### config.mk
export PLATFORM = sky130hd
export DESIGN_NAME = buck_fault_guard
export DESIGN_NICKNAME = d
export VERILOG_FILES = /design/src/rtl/fg_pkg.sv /design/src/rtl/fg_sync.sv /design/src/rtl/fg_supervisor.sv /design/src/rtl/fg_fault_latch.sv /design/src/rtl/fg_rv_guard.sv /design/src/rtl/buck_fault_guard.sv
export SDC_FILE = /design/constraint.sdc
export NUM_CORES = 1
export LEC_CHECK = 0
export ABC_AREA = 1
export BUFFER_PORTS_ARGS = -buffer_cell sky130_fd_sc_hd__buf_2
export CORE_MARGIN = 2
export CORE_UTILIZATION = 45
export DETAILED_ROUTE_END_ITERATION = 12
export GPL_ROUTABILITY_DRIVEN = 1
export GPL_TIMING_DRIVEN = 0
export MAX_ROUTING_LAYER = met4
export PLACE_DENSITY = 0.62
export SLEW_MARGIN = 20
export SYNTH_ARGS = -nofsm -noshare
export SYNTH_HDL_FRONTEND = slang
export SYNTH_SLANG_ARGS = --single-unit
export TNS_END_PERCENT = 30
### constraint.sdc
create_clock -name clk -period 2.1 [get_ports clk]
set_input_delay 0.105 -clock clk [delete_from_list [all_inputs] [get_ports clk]]
set_output_delay 0.105 -clock clk [all_outputs]
set_load 0.01 [all_outputs]
### src/rtl/fg_pkg.sv
package fg_pkg;

  typedef struct packed {
    logic en;
    logic vcc_ok;
    logic uvlo;
    logic oc;
    logic pg_fail;
    logic ov;
    logic rv_low;
    logic rv_rel;
    logic rv_rec;
  } fg_flags_t;

  localparam int unsigned FLAG_W = $bits(fg_flags_t);

  typedef enum logic [2:0] {
    SEL_OFF     = 3'd0,
    SEL_REVERSE = 3'd1,
    SEL_CROWBAR = 3'd2,
    SEL_OCLATCH = 3'd3,
    SEL_PASS    = 3'd4
  } drive_sel_e;

endpackage

### src/rtl/fg_sync.sv
module fg_sync #(
  parameter int unsigned WIDTH  = 1,
  parameter int unsigned STAGES = 2
) (
  input  logic             clk,
  input  logic             rst_n,
  input  logic [WIDTH-1:0] async_i,
  output logic [WIDTH-1:0] sync_o
);

  for (genvar b = 0; b < WIDTH; b++) begin : g_bit
    logic [STAGES-1:0] chain_q;
    always_ff @(posedge clk or negedge rst_n) begin
      if (!rst_n) chain_q <= '0;
      else        chain_q <= {chain_q[STAGES-2:0], async_i[b]};
    end
    assign sync_o[b] = chain_q[STAGES-1];
  end

endmodule

### src/rtl/fg_supervisor.sv
module fg_supervisor (
  input  logic clk,
  input  logic rst_n,
  input  logic en_s,
  input  logic vcc_ok_s,
  input  logic uvlo_s,
  output logic run_q
);

  logic run_d;

  always_comb begin
    run_d = run_q;
    if (!en_s || uvlo_s)    run_d = 1'b0;
    else if (vcc_ok_s)      run_d = 1'b1;
  end

  always_ff @(posedge clk or negedge rst_n) begin
    if (!rst_n) run_q <= 1'b0;
    else        run_q <= run_d;
  end

endmodule

### src/rtl/fg_fault_latch.sv
module fg_fault_latch #(
  parameter int unsigned LATCH_DELAY = 875000
) (
  input  logic clk,
  input  logic rst_n,
  input  logic run,
  input  logic oc_s,
  input  logic pg_fail_s,
  input  logic ov_s,
  output logic oc_latch_q,
  output logic ov_latch_q
);

  localparam int unsigned CNT_W = (LATCH_DELAY > 1) ? $clog2(LATCH_DELAY + 1) : 1;
  localparam logic [CNT_W-1:0] CNT_LAST = CNT_W'(LATCH_DELAY - 1);

  logic [CNT_W-1:0] cnt_q;
  logic             overload;

  assign overload = run && oc_s && pg_fail_s;

  always_ff @(posedge clk or negedge rst_n) begin
    if (!rst_n) begin
      cnt_q      <= '0;
      oc_latch_q <= 1'b0;
    end else if (!run) begin
      cnt_q      <= '0;
      oc_latch_q <= 1'b0;
    end else if (!overload || oc_latch_q) begin
      cnt_q      <= '0;
    end else if (cnt_q == CNT_LAST) begin
      cnt_q      <= '0;
      oc_latch_q <= 1'b1;
    end else begin
      cnt_q      <= cnt_q + 1'b1;
    end
  end

  always_ff @(posedge clk or negedge rst_n) begin
    if (!rst_n)      ov_latch_q <= 1'b0;
    else if (!run)   ov_latch_q <= 1'b0;
    else if (ov_s)   ov_latch_q <= 1'b1;
  end

endmodule

### src/rtl/fg_rv_guard.sv
module fg_rv_guard (
  input  logic clk,
  input  logic rst_n,
  input  logic run,
  input  logic in_crowbar,
  input  logic rv_low_s,
  input  logic rv_rel_s,
  input  logic rv_rec_s,
  output logic rv_hold_q
);

  logic release_lvl;

  // Inside the crowbar the guard waits for a positive output before letting go.
  assign release_lvl = in_crowbar ? rv_rec_s : rv_rel_s;

  always_ff @(posedge clk or negedge rst_n) begin
    if (!rst_n)                    rv_hold_q <= 1'b0;
    else if (!run)                 rv_hold_q <= 1'b0;
    else if (rv_low_s)             rv_hold_q <= 1'b1;
    else if (release_lvl)          rv_hold_q <= 1'b0;
  end

endmodule

### src/rtl/buck_fault_guard.sv
module buck_fault_guard #(
  parameter int unsigned LATCH_DELAY = 875000,
  parameter int unsigned SYNC_STAGES = 2
) (
  input  logic clk,
  input  logic rst_n,
  input  logic en_i,
  input  logic vcc_ok_i,
  input  logic vcc_uvlo_i,
  input  logic oc_i,
  input  logic pg_fail_i,
  input  logic ov_i,
  input  logic rv_low_i,
  input  logic rv_rel_i,
  input  logic rv_rec_i,
  input  logic hs_req_i,
  input  logic ls_req_i,
  output logic drvh_o,
  output logic drvl_o,
  output logic latched_o,
  output logic run_o,
  output logic pg_force_low_o
);

  import fg_pkg::*;

  fg_flags_t  raw_flags, s_flags;
  logic       run_q, oc_latch_q, ov_latch_q, rv_hold_q;
  drive_sel_e sel;

  assign raw_flags = '{en: en_i, vcc_ok: vcc_ok_i, uvlo: vcc_uvlo_i, oc: oc_i,
                       pg_fail: pg_fail_i, ov: ov_i, rv_low: rv_low_i,
                       rv_rel: rv_rel_i, rv_rec: rv_rec_i};

  fg_sync #(.WIDTH(FLAG_W), .STAGES(SYNC_STAGES)) u_sync (
    .clk     (clk),
    .rst_n   (rst_n),
    .async_i (raw_flags),
    .sync_o  (s_flags)
  );

  fg_supervisor u_sup (
    .clk      (clk),
    .rst_n    (rst_n),
    .en_s     (s_flags.en),
    .vcc_ok_s (s_flags.vcc_ok),
    .uvlo_s   (s_flags.uvlo),
    .run_q    (run_q)
  );

  fg_fault_latch #(.LATCH_DELAY(LATCH_DELAY)) u_latch (
    .clk        (clk),
    .rst_n      (rst_n),
    .run        (run_q),
    .oc_s       (s_flags.oc),
    .pg_fail_s  (s_flags.pg_fail),
    .ov_s       (s_flags.ov),
    .oc_latch_q (oc_latch_q),
    .ov_latch_q (ov_latch_q)
  );

  fg_rv_guard u_rv (
    .clk        (clk),
    .rst_n      (rst_n),
    .run        (run_q),
    .in_crowbar (ov_latch_q),
    .rv_low_s   (s_flags.rv_low),
    .rv_rel_s   (s_flags.rv_rel),
    .rv_rec_s   (s_flags.rv_rec),
    .rv_hold_q  (rv_hold_q)
  );

  always_comb begin
    if (!run_q)          sel = SEL_OFF;
    else if (rv_hold_q)  sel = SEL_REVERSE;
    else if (ov_latch_q) sel = SEL_CROWBAR;
    else if (oc_latch_q) sel = SEL_OCLATCH;
    else                 sel = SEL_PASS;
  end

  always_comb begin
    drvh_o = 1'b0;
    drvl_o = 1'b0;
    unique case (sel)
      SEL_CROWBAR: drvl_o = 1'b1;
      SEL_PASS: begin
        drvh_o = hs_req_i;
        drvl_o = ls_req_i && !hs_req_i;
      end
      default: ;
    endcase
  end

  assign latched_o      = oc_latch_q || ov_latch_q;
  assign run_o          = run_q;
  assign pg_force_low_o = !run_q;

endmodule

==> results.py, run 1 <==
metrics = {
    "sta": {
        "max_freq_mhz": 672,
        "setup-violations-final": 0,
        "finalHoldViolations": 0,
        "period_share_pct": 70.9,
        "drv_slew": 0,
        "layout_setup_ws_ns": 0.611,
        "timing.hold.ws_ns": 0.351,
        "fin_crit_ns": 1.49,
        "tightest_slew_ns": 0.886,
        "setup_tns_ns": 0,
        "final.setup_skew_ns": 0.0121,
        "rsz0062_at_grt": "no",
        "relSlewSlack_pct": 41.0,
    },
    "grt": {
        "overflow": 0,
        "grt_max_degree": 43,
        "antenna_found_initial": 0,
        "grt_pass1_vias": 1315,
        "grt_usage_pct": 17.6,
        "grt_pass1_wl_mm": 5.70,
    },
    "setup_path": {
        "crit_path_start_kind": "flop",
        "critPathRequiredTime_ns": 2.28,
        "rrSetupSlack_ns": 0.61,
        "worst_setup_path_end_kind": "flop",
        "cp_max_fo": 10,
        "criticalPathCategory": "flop to flop",
        "worstPathArrival_ns": 1.67,
        "worstReg2RegEnd": "u_latch.cnt_q[0]",
        "r2r_cells": 9,
        "r2r_start": "u_latch.cnt_q[0]",
    },
    "die": {
        "initial_utilization_pct": 46.3,
        "core_sq_mm": 0.00394,
        "rows": 23,
        "die_area_sq_mm": 0.00458,
        "dieWidth_microns": 67.7,
        "die_h_microns": 67.7,
        "ioPinCount": 18,
    },
    "synth": {
        "yosysTopAreaCellShare_pct": 57.6,
        "yosys_register_bits": 42,
        "synth_warnings": 0,
        "synth_cells": 197,
        "yosysSeqAreaShare_pct": 57.6,
        "synth-main-ff-cell": "dfrtp_1",
        "synth-edff-count": 0,
        "ys_top_cells_by_area": "dfrtp_1 58%, nand2_1 9.7%, nor2_1 7.0%",
        "netlist.top_cell.by_area": "dfrtp_1",
        "async_flop_share_pct": 100,
        "postSynthAreaPerCell_sq_um": 9.26,
        "synthMostInstantiatedCell": "nand2_1",
        "synthDistinctLibCells": 22,
        "ys_top_cells_by_count": "47 x nand2_1, 42 x dfrtp_1, 34 x nor2_1",
        "synthesis.area_sq_mm": 0.00182,
        "syn_nets": 212,
    },
    "hold_path": {
        "hold_path_end": "u_sync.g_bit[2].chain_q[1]",
        "whs_path_depth": 0,
        "hold_path.class": "flop to flop",
        "min_from": "u_sync.g_bit[2].chain_q[0]",
    },
    "power_and_ir_drop": {
        "p_leak_nw": 0.912,
        "worst_ir_drop_vdd_mv": 0.479,
        "p_per_area_mw_per_mm2": 658,
    },
    "outcome": {
        "status": "finished, final reports clean",
    },
    "clocking": {
        "clock_sink_count": 42,
        "root_buffer": "clkbuf_8",
        "clk_latency_ns": 0.30,
        "ctsResizeCount": 0,
        "clkTransAtPathRegs_ns": 0.08,
        "cts_made_buffers": 5,
        "cts_tree": "built",
        "htree_num_levels": 2,
        "cts_buffer_depth": 2,
    },
    "routing": {
        "first_iter_violations": 84,
        "num_vias": 1272,
        "drt_wl_total_mm": 3.20,
        "detail-route-antenna-nets": 0,
        "wire_per_inst_microns": 11.3,
        "remaining_drc_errors": 0,
        "avgViaCountPerCell": 4.51,
        "firstDrtPassIters": 4,
    },
    "final_layout": {
        "drive_gt1_share_pct": 21.1,
        "syn_to_final_growth_pct": 18.7,
        "postLayoutCoreUtil_pct": 54.9,
        "n_antenna_cell": 0,
        "finalNetCount": 246,
    },
    "placed_design": {
        "port-buffer-count": 17,
        "pre_cts_ws_ns": 0.598,
        "gp_congestion": 0.809,
        "dp_hpwl_mm": 2.19,
    },
    "job": {
        "maxCapViolations": 0,
    },
}
[what timing repair did]
item,in CTS,in global routing
hold buffers,10,0
setup buffers,0,0
hold endpoints to repair,51,0
[cell families (layout without fill, tap and decap cells)]
family	after synthesis	in the layout	synth area share (%)
AND/OR/NAND/NOR	115	115	28.9
flip-flops	42	42	57.6
buffers and inverters	21	56	5.35
XOR/XNOR	9	9	4.32
AO/OA/AOI/OAI	8	8	2.40
adder cells (fa/ha/maj)	2	2	1.37
[worst max path at each step]
stage                             endpoint  cells past startpoint        startpoint
after floorplan           u_latch.cnt_q[6]                      9  u_latch.cnt_q[0]
after global placement    u_latch.cnt_q[4]                      9  u_latch.cnt_q[0]
after detailed placement  u_latch.cnt_q[4]                      9  u_latch.cnt_q[0]
after CTS                 u_latch.cnt_q[0]                      9  u_latch.cnt_q[0]
after global routing      u_latch.cnt_q[4]                      9  u_latch.cnt_q[0]
final                     u_latch.cnt_q[0]                      9  u_latch.cnt_q[0]
[per-stage QoR]
step | cell area [sq um] | cells | power, mW
4_1_cts | 2160 | 282 | 1.44
5_1_grt | 2160 | 282 | 1.49
6_report | 2160 | 282 | 1.42
2_1_floorplan | 1820 | 197 | 0.866
3_5_place_dp | 1970 | 264 | 0.900
3_3_place_gp | 1970 | 264 | 0.899
[layout make-up]
cell class              count  area (sq um)
plain buffers               1          20.0
clock buffers               5          68.8
clock inverters             3          23.8
fillers                   338          1780
inverters                  20          77.6
multi-input cells         134           676
flip-flops and latches     42          1050
well taps                  50          62.6
repair buffers             27           185
[state kept, by name, summed over array words and instances, names as in the netlist]
signal,flops
u_sync.g_bit.chain_q,18
u_rv.rv_hold_q,1
u_latch.cnt_q,20
u_latch.ov_latch_q,1
u_latch.oc_latch_q,1
u_sup.run_q,1
[layout by cell type (no fill, tap or decap)]
cell	n
inv_1	18
a21oi_1	2
buf_2	17
nand3b_1	1
nand2_1	47
nor2_1	34
nand3_1	8
inv_4	1
nor3_1	2
buf_12	1
nor2_4	3
nor2_2	14
xor2_1	6
clkbuf_8	5
ha_1	2
xnor2_1	3
dlygate4sd3_1	10
nand3_2	1
nor3_2	1
o32ai_1	1
inv_2	1
clkinvlp_4	2
dfrtp_1	42
inv_6	1
nand4_1	2
nand2_2	2
o21ai_0	5
[worst max-delay path, cell delays in order (launching register included)]
cell and delay (ns):
dfrtp_1 0.41, ha_1 0.20, nand2_1 0.05, nor2_1 0.12, nand2_2 0.07, nor2_2 0.17, nor2_4 0.09, inv_4 0.07
buf_12 0.14, nor2_2 0.04
[layer usage]
layer,vias to the layer above,track usage (%),part of all wire [%]
met2,18,27.9,45
li1,672,-,-
met4,0,6.12,1.2
met5,-,-,0
met1,577,21.1,51
met3,5,5.67,3.4
[power by group]
group | switching (mW) | leakage, nW | internal, mW
combinational | 0.0336 | 0.327 | 0.0282
sequential | 0.00651 | 0.544 | 0.828
clock | 0.291 | 0.0408 | 0.238
total | 0.331 | 0.912 | 1.09
Note: power is estimated with default switching activity, not from simulation.
==> inputs of run 2 (changes only) <==
Settings changed: ABC_AREA 1 to 0, PLACE_DENSITY 0.62 to 0.63.
Clock period 2.1 ns to 1.6 ns, I/O delays scaled along.
==> results.py, run 2 <==
metrics = {
    "outcome": {
        "status": "finished, violations left",
        "violations": "setup timing",
    },
    "placed_design": {
        "dp_hpwl_mm": 1.98,
        "port-buffer-count": 17,
        "pre_cts_ws_ns": -0.448,
        "gp_congestion": 0.765,
        "placed_cells": 210,
    },
    "clocking": {
        "cts_buffer_depth": 2,
        "clkTransAtPathRegs_ns": 0.08,
        "cts_made_buffers": 5,
        "clk_latency_ns": 0.29,
        "htree_num_levels": 2,
        "clock_sink_count": 42,
        "root_buffer": "clkbuf_8",
        "cts_tree": "built",
    },
    "synth": {
        "ys_top_cells_by_area": "dfrtp_1 63%, nor2_1 5.1%, xnor2_1 4.7%",
        "yosysTopAreaCellShare_pct": 62.5,
        "synthDistinctLibCells": 28,
        "synth-main-ff-cell": "dfrtp_1",
        "yosys_register_bits": 42,
        "async_flop_share_pct": 100,
        "postSynthAreaPerCell_sq_um": 11.6,
        "synthesis.area_sq_mm": 0.00168,
        "synth_warnings": 0,
        "yosysSeqAreaShare_pct": 62.5,
        "synth-edff-count": 0,
        "synthMostInstantiatedCell": "dfrtp_1",
        "netlist.top_cell.by_area": "dfrtp_1",
        "ys_top_cells_by_count": "42 x dfrtp_1, 23 x nor2_1, 9 x nand3_1, 9 x xnor2_1",
        "synth_cells": 145,
        "syn_nets": 160,
    },
    "routing": {
        "drt_wl_total_mm": 3.09,
        "avgViaCountPerCell": 5.07,
        "remaining_drc_errors": 0,
        "num_vias": 1176,
        "detail-route-antenna-nets": 0,
        "firstDrtPassIters": 4,
        "wire_per_inst_microns": 13.3,
        "first_iter_violations": 45,
    },
    "sta": {
        "period_share_pct": 124,
        "max_freq_mhz": 505,
        "setup-violations-final": 21,
        "rsz0062_at_grt": "yes",
        "fin_crit_ns": 1.98,
        "final.setup_skew_ns": 0.00332,
        "drv_slew": 0,
        "finalHoldViolations": 0,
        "layout_setup_ws_ns": -0.381,
        "relSlewSlack_pct": 40.5,
        "tightest_slew_ns": 0.892,
    },
    "die": {
        "die_h_microns": 65.1,
        "dieWidth_microns": 65.1,
        "core_sq_mm": 0.00363,
        "ioPinCount": 18,
        "rows": 22,
        "initial_utilization_pct": 46.3,
        "die_area_sq_mm": 0.00424,
    },
    "power_and_ir_drop": {
        "p_leak_nw": 0.865,
        "p_per_area_mw_per_mm2": 949,
        "worst_ir_drop_vdd_mv": 0.693,
    },
    "final_layout": {
        "drive_gt1_share_pct": 21.2,
        "n_antenna_cell": 0,
        "top_register": "u_latch.cnt_q",
        "fin_cells": 232,
        "mostFrequentLayoutCell": "dfrtp_1",
        "finalNetCount": 198,
        "multi_input_area_sq_um": 613,
        "register_area_sq_mm": 0.00105,
        "largest_reg_flops": 20,
        "reg_top3": "u_latch.cnt_q (20), u_sync.g_bit.chain_q (18)",
        "final_cell_mix": "41 x dfrtp_1, 22 x nor2_1, 17 x buf_2",
        "syn_to_final_growth_pct": 24.2,
        "num-fill-cells": 325,
    },
    "setup_path": {
        "cp_max_fo": 10,
        "critPathRequiredTime_ns": 1.77,
        "crit_chain": "ha_1 > or4bb_1 > or4_4 > o21ai_4 > buf_6 > a21oi_1",
        "cpMaxStageDelayCell": "or4bb_1",
        "slowest_delay_ns": 0.49,
        "criticalPathCategory": "flop to flop",
        "worst_setup_path_end_kind": "flop",
        "worstPathArrival_ns": 2.15,
        "crit_path_start_kind": "flop",
        "cp_top_family": "simple AND/OR/NAND/NOR gates",
        "path_buf_inv": 1,
    },
    "grt": {
        "grt_pass1_wl_mm": 5.60,
        "overflow": 0,
        "grt_pass1_vias": 1210,
        "grt_usage_pct": 18.2,
        "grt_max_degree": 43,
        "antenna_found_initial": 0,
    },
    "hold_path": {
        "hold_path.class": "flop to flop",
    },
    "job": {
        "maxCapViolations": 0,
    },
}
-- run 2: repair_timing --
item,CTS,global route
resized for setup,0,4
setup buffers,3,1
pin swaps,3,0
setup endpoints to repair,21,22
hold buffers,10,0
hold endpoints to repair,51,0
-- run 2: metal layers --
metal | wire (microns) | vias to the layer above | global-route usage [%] | share of wire [%]
met1 | 1390 | 578 | 22.9 | 45
met2 | 1570 | 22 | 28.7 | 51
met3 | 112 | 2 | 5.65 | 3.6
li1 | - | 574 | - | -
met5 | 0 | - | - | 0
met4 | 14 | 0 | 5.47 | 0.45
-- run 2: kinds of logic (layout without fill, tap and decap cells) --
group	Yosys count	count (layout)	share of synthesized area, %
AND/OR/NAND/NOR	69	69	22.2
flip-flops	42	42	62.5
XOR/XNOR	14	14	7.29
AO/OA/AOI/OAI	11	11	3.65
buffers and inverters	6	45	2.23
adder cells (fa/ha/maj)	2	2	1.49
multiplexers	1	1	0.595
-- run 2: stage by stage --
step | utilization [%] | TNS, ns | total power [mW] | hold WS [ns] | area (sq um)
floorplan | - | -6.17 | 1.13 | -0.216 | 1690
global placement | 50.5 | -8.14 | 1.17 | 0.189 | 1830
detailed placement | 50.5 | -9.16 | 1.18 | 0.190 | 1830
CTS | 56.9 | -8.17 | 2.02 | 0.356 | 2070
global route | 57.5 | -9.13 | 2.09 | 0.364 | 2090
finish | 57.5 | -7.65 | 1.98 | 0.352 | 2090
-- run 2: area by class of cell --
cell class,instances,share of cell area (%)
Multi-Input combinational cell,97,29.4
Sequential cell,42,50.4
Tap cell,48,2.88
Clock buffer,6,3.48
Clock inverter,2,1.80
Timing Repair Buffer,31,10.3
Inverter,4,0.719
Buffer,2,1.08
-- run 2: worst paths after layout --
path                                             from                         end  slack, ns  cells after the start
max                                  u_latch.cnt_q[1]           u_latch.cnt_q[17]      -0.38                      6
min                        u_sync.g_bit[5].chain_q[0]  u_sync.g_bit[5].chain_q[1]       0.35                      0
max reg2reg                          u_latch.cnt_q[1]           u_latch.cnt_q[17]      -0.38                      6
min reg2reg                u_sync.g_bit[5].chain_q[0]  u_sync.g_bit[5].chain_q[1]       0.35                      0
max in group asynchronous                       rst_n           u_latch.cnt_q[15]       0.54                      2
min in group asynchronous                       rst_n  u_sync.g_bit[8].chain_q[0]       0.46                      2
-- run 2: power by group --
part / switching, mW / total [mW] / internal (mW)
Clock: 0.338 / 0.803 / 0.465
Combinational: 0.0428 / 0.0817 / 0.0389
Sequential: 0.00952 / 1.10 / 1.09
